File: src/rtl/dcc_pkg.sv
package dcc_pkg;
  localparam int unsigned FLAG_R_BIT = 0;
  localparam int unsigned FLAG_W_BIT = 1;
  localparam int unsigned IDX_STATUS = 0;
  localparam int unsigned IDX_DATA   = 1;
endpackage

File: src/rtl/dcc_slot.sv
module dcc_slot #(
  parameter int unsigned DATA_W = 32
) (
  input  logic              clk,
  input  logic              rst,
  input  logic              fill,
  input  logic [DATA_W-1:0] fill_data,
  input  logic              drain,
  output logic [DATA_W-1:0] data_q,
  output logic              full_q,
  output logic              ovr_q
);
  logic accept;
  assign accept = fill & ~full_q;

  always_ff @(posedge clk) begin
    if (rst) begin
      data_q <= '0;
      full_q <= 1'b0;
      ovr_q  <= 1'b0;
    end else begin
      if (accept) data_q <= fill_data;
      if (accept)     full_q <= 1'b1;
      else if (drain) full_q <= 1'b0;
      ovr_q <= fill & full_q;
    end
  end

  // an accepted fill sets the flag and captures the word
  p_fill_sets_r5: assert property (@(posedge clk) disable iff (rst)
    (fill && !full_q) |=> (full_q && data_q == $past(fill_data)));
  // a drain with no fill leaves the slot empty
  p_drain_clears_r6: assert property (@(posedge clk) disable iff (rst)
    (drain && !fill) |=> !full_q);
  // fill beats drain in the same cycle
  p_fill_wins_r7: assert property (@(posedge clk) disable iff (rst)
    (fill && drain && !full_q) |=> full_q);
  // held word survives a blocked fill, pulse lasts one cycle
  p_no_overwrite_r8: assert property (@(posedge clk) disable iff (rst)
    (fill && full_q) |=> ($stable(data_q) && ovr_q));
  p_pulse_single_r8: assert property (@(posedge clk) disable iff (rst)
    !(fill && full_q) |=> !ovr_q);
endmodule

File: src/rtl/dcc_cpu_port.sv
module dcc_cpu_port #(
  parameter int unsigned DATA_W = 32,
  parameter int unsigned IDX_W  = 2
) (
  input  logic              clk,
  input  logic              rst,
  input  logic              cpu_wide,
  input  logic [IDX_W-1:0]  cpu_idx,
  input  logic              cpu_rd,
  input  logic              cpu_wr,
  input  logic [DATA_W-1:0] status_word,
  input  logic [DATA_W-1:0] in_data,
  output logic              out_fill,
  output logic              in_drain,
  output logic [DATA_W-1:0] cpu_rdata
);
  import dcc_pkg::*;
  localparam logic [IDX_W-1:0] SEL_STATUS = IDX_W'(IDX_STATUS);
  localparam logic [IDX_W-1:0] SEL_DATA   = IDX_W'(IDX_DATA);

  logic rd_ok, wr_ok;
  logic [DATA_W-1:0] rd_mux;

  assign rd_ok    = cpu_rd & cpu_wide;
  assign wr_ok    = cpu_wr & cpu_wide;
  assign out_fill = wr_ok & (cpu_idx == SEL_DATA);
  assign in_drain = rd_ok & (cpu_idx == SEL_DATA);

  always_comb begin
    rd_mux = '0;
    if (rd_ok) begin
      if (cpu_idx == SEL_STATUS)    rd_mux = status_word;
      else if (cpu_idx == SEL_DATA) rd_mux = in_data;
    end
  end

  always_ff @(posedge clk) begin
    if (rst) cpu_rdata <= '0;
    else     cpu_rdata <= rd_mux;
  end

  // narrow-state accesses read as zero
  p_narrow_zero_r9: assert property (@(posedge clk) disable iff (rst)
    !cpu_wide |=> (cpu_rdata == '0));
  // no read strobe, zero data next cycle
  p_idle_zero_r10: assert property (@(posedge clk) disable iff (rst)
    !cpu_rd |=> (cpu_rdata == '0));
endmodule

File: src/rtl/dcc_mailbox.sv
module dcc_mailbox #(
  parameter int unsigned DATA_W = 32,
  parameter int unsigned IDX_W  = 2
) (
  input  logic              clk,
  input  logic              rst,
  input  logic              cpu_wide,
  input  logic [IDX_W-1:0]  cpu_idx,
  input  logic              cpu_rd,
  input  logic              cpu_wr,
  input  logic [DATA_W-1:0] cpu_wdata,
  output logic [DATA_W-1:0] cpu_rdata,
  output logic              cpu_ovr,
  input  logic              dbg_rd,
  input  logic              dbg_wr,
  input  logic [DATA_W-1:0] dbg_wdata,
  output logic [DATA_W-1:0] dbg_rdata,
  output logic [1:0]        dbg_flags,
  output logic              dbg_ovr
);
  import dcc_pkg::*;

  logic              out_fill, in_drain;
  logic              out_full, in_full;
  logic [DATA_W-1:0] out_data, in_data;
  logic [DATA_W-1:0] status_word;

  always_comb begin
    status_word = '0;
    status_word[FLAG_R_BIT] = in_full;
    status_word[FLAG_W_BIT] = out_full;
  end

  dcc_cpu_port #(.DATA_W(DATA_W), .IDX_W(IDX_W)) u_cpu (
    .clk(clk), .rst(rst), .cpu_wide(cpu_wide), .cpu_idx(cpu_idx),
    .cpu_rd(cpu_rd), .cpu_wr(cpu_wr), .status_word(status_word),
    .in_data(in_data), .out_fill(out_fill), .in_drain(in_drain),
    .cpu_rdata(cpu_rdata)
  );

  dcc_slot #(.DATA_W(DATA_W)) u_out (
    .clk(clk), .rst(rst), .fill(out_fill), .fill_data(cpu_wdata),
    .drain(dbg_rd), .data_q(out_data), .full_q(out_full), .ovr_q(cpu_ovr)
  );

  dcc_slot #(.DATA_W(DATA_W)) u_in (
    .clk(clk), .rst(rst), .fill(dbg_wr), .fill_data(dbg_wdata),
    .drain(in_drain), .data_q(in_data), .full_q(in_full), .ovr_q(dbg_ovr)
  );

  always_ff @(posedge clk) begin
    if (rst) dbg_rdata <= '0;
    else     dbg_rdata <= dbg_rd ? out_data : '0;
  end

  assign dbg_flags[FLAG_R_BIT] = in_full;
  assign dbg_flags[FLAG_W_BIT] = out_full;

  // debugger read yields the held outbound word
  p_dbg_read_r4: assert property (@(posedge clk) disable iff (rst)
    dbg_rd |=> (dbg_rdata == $past(out_data)));
  // narrow-state core write raises no overrun
  p_narrow_no_ovr_r9: assert property (@(posedge clk) disable iff (rst)
    !cpu_wide |=> !cpu_ovr);
  // reset empties both slots
  p_reset_clear_r1: assert property (@(posedge clk)
    rst |=> (dbg_flags == 2'b00 && cpu_rdata == '0 && dbg_rdata == '0));
endmodule

File: config.mk
export PLATFORM = sky130hd
export DESIGN_NAME = dcc_mailbox
export DESIGN_NICKNAME = d
export VERILOG_FILES = /design/src/rtl/dcc_pkg.sv /design/src/rtl/dcc_slot.sv /design/src/rtl/dcc_cpu_port.sv /design/src/rtl/dcc_mailbox.sv
export SDC_FILE = /design/constraint.sdc
export NUM_CORES = 1
export LEC_CHECK = 0
export BUFFER_PORTS_ARGS = -buffer_cell sky130_fd_sc_hd__buf_2
export CORE_MARGIN = 2
export CORE_UTILIZATION = 30
export CTS_CLUSTER_SIZE = 28
export DETAILED_ROUTE_END_ITERATION = 16
export HOLD_SLACK_MARGIN = 0.05
export SYNTH_ARGS = -nofsm -noshare
export SYNTH_HDL_FRONTEND = slang
export SYNTH_SLANG_ARGS = --single-unit
File: constraint.sdc
create_clock -name clk -period 2.06 [get_ports clk]
set_input_delay 0.412 -clock clk [delete_from_list [all_inputs] [get_ports clk]]
set_output_delay 0.412 -clock clk [all_outputs]
set_load 0.005 [all_outputs]
==> reports/qor.yml <==
routing:
  dr.pass1.iters: 4
  drt-total-wl_um: 9470
  viasPerCell: 4.21
  wl_per_cell_um: 12.3
  drt-initial-drc-count: 162
  num_vias: 3243
  ant_nets: 0
  drc: 0
clock_tree:
  htree_num_levels: 4
  cts_made_buffers: 17
  post_cts_buffers: 0
  hold_buffers: 0
  clkTransAtPathRegs_ns: 0.05
  cts-root-buf: "clkbuf_16"
  cts_tree: "built"
  clk_latency_ns: 0.40
  cts_buffer_depth: 2
  ctsResizeCount: 0
  numClockSinks: 132
global_route:
  antenna_found_initial: 1
  grt_max_degree: 75
  grt_use_total_pct: 12.5
  grt_pass1_wl_um: 15800
  overflow: 0
  grt_pass1_vias: 3276
cells_and_area:
  nets: 646
  final_cell_mix: "buf_2, dfxtp_1, nand2_1"
  utilization_pct: 40.7
  drive_gt1_share_pct: 30.8
  final_common_cell: "buf_2"
  syn2layout_area_growth_pct: 32.6
timing:
  setup_ws_ns: 0.599
  rsz0062_at_grt: "false"
  tns_ns: 0
  period_minus_slack_ns: 1.46
  max_freq_mhz: 685
  slew_violations: 0
  final-hold-violation-count: 0
  slew_headroom_pct: 31.8
  fin_skew_ns: 0.00714
  worst_slew_pin_slew_ns: 1.02
  fin_crit_sh_pct: 70.9
  finalSetupViolations: 0
floorplan:
  io_pins: 141
  rows: 44
  die_area_um2: 15800
  fp.dieH_um: 126
  start_util_pct: 30.7
  die_w_um: 126
  core_area_um2: 14500
placed_design:
  hpwl_um: 6490
  pre_cts_slack_ns: 0.305
  port_buffers: 140
  place_congestion: 0.682
setup_path:
  cp_top_family: "flip-flops"
  rr_startpoint: "u_in.full_q"
  r2r_end: "u_in.data_q[21]"
  start_kind: "register"
  crit_path_top_delay_cell: "dfxtp_1"
  slowest_delay_ns: 0.47
  worst_setup_path_end_kind: "primary output"
  cp_max_fo: 5
  cp_data_required_time_ns: 1.65
  worstSetupStartpoint: "u_out.full_q"
  critPathKind: "reg2out"
  regToRegSetupSlack_ns: 0.81
  crit_buf_inv: 1
  crit_arrival_ns: 1.05
  reg2reg_depth: 4
  crit_chain: "buf_2"
  crit_cells: 1
yosys:
  yosys_warnings: 0
  yosys_register_bits: 132
  yosys.area.top_type: "dfxtp_1"
  synth_nets: 511
  netlist_area_um2: 4440
  ys_types: 18
  synthCells: 438
  yosysTopAreaCellShare_pct: 59.5
  ys_seq_area_share_pct: 59.5
  netlist_top_cells_area: "dfxtp_1, nand2b_1, and2_1"
  syn_area_per_cell_um2: 10.1
pwr:
  p_total_uw: 5950
  p_leak_uw: 0.00260
  p_per_area_nw_per_um2: 1010
  ir_worst_vdd_v: 0.000511
hold_path:
  hp-start: "dbg_wdata[9]"
  hold_path_class: "in2reg"
  hold_depth: 3
  min_to: "u_in.data_q[9]"
run_status:
  status: "complete, no violations"
job:
  drv_cap: 0
cell families after synthesis:
kind of cell           Yosys count  synth area share [%]
multiplexers                    34                  7.66
AND/OR/NAND/NOR                207                  25.4
buffers and inverters           30                  3.38
flip-flops                     132                  59.5
AO/OA/AOI/OAI                   35                  4.06
per-layer routing:
metal  up-vias  routed length (um)  global-route usage [%]
met4         0                  96                    4.31
met5         -                   0                       0
met3         7                 736                    5.44
met2       106                4250                    19.4
li1       1657                   -                       -
met1      1473                4390                    15.7
worst max path at each step:
stage / end / slack [ns]
after CTS: dbg_flags[1] / 0.54
final: dbg_flags[1] / 0.60
after global placement: dbg_rdata[24] / 0.35
after detailed placement: dbg_rdata[15] / 0.31
after global routing: dbg_flags[1] / 0.52
after floorplan: u_out.data_q[10] / 0.71
state kept, by name (all words and copies together) (netlist names):
register / count
u_in.full_q: 1
dbg_rdata: 32
u_out.full_q: 1
u_out.data_q: 32
u_in.data_q: 32
u_out.ovr_q: 1
u_cpu.cpu_rdata: 32
u_in.ovr_q: 1
synthesized netlist by cell type:
library cell and count:
o21ba_2 1, buf_2 6, and4_1 1, nor2_1 5, o21ai_0 1, nand2b_1 65, nand2_1 67, nand2b_2 1
a21oi_1 33, clkbuf_1 19, buf_6 3, buf_4 2, and2_1 62, nor2b_1 3, nor3_4 1, dfxtp_1 132
mux2i_1 34, nand3_1 2
where the power goes:
| group | switching, uW | total (uW) | internal, uW |
|---|---|---|---|
| Sequential | 27.6 | 2640 | 2620 |
| Combinational | 151 | 287 | 136 |
| Clock | 1030 | 3020 | 1980 |
| Total | 1210 | 5950 | 4740 |
cell type report:
cell class,instances,area (um^2)
well taps,184,230
repair buffers,146,758
multi-input cells,276,1650
fillers,1405,8590
diodes,1,2.50
flip-flops and latches,132,2640
clock inverters,9,128
clock buffers,22,474
per-stage QoR:
| stage | instances | hold slack (ns) | cell area, um^2 |
|---|---|---|---|
| 6_report | 770 | 0.246 | 5890 |
| 5_1_grt | 769 | 0.230 | 5890 |
| 4_1_cts | 769 | 0.223 | 5890 |
| 3_5_place_dp | 738 | 0.441 | 5280 |
| 3_3_place_gp | 738 | 0.433 | 5280 |
| 2_1_floorplan | 438 | 0.430 | 4440 |
Note: power is estimated with default switching activity, not from simulation.
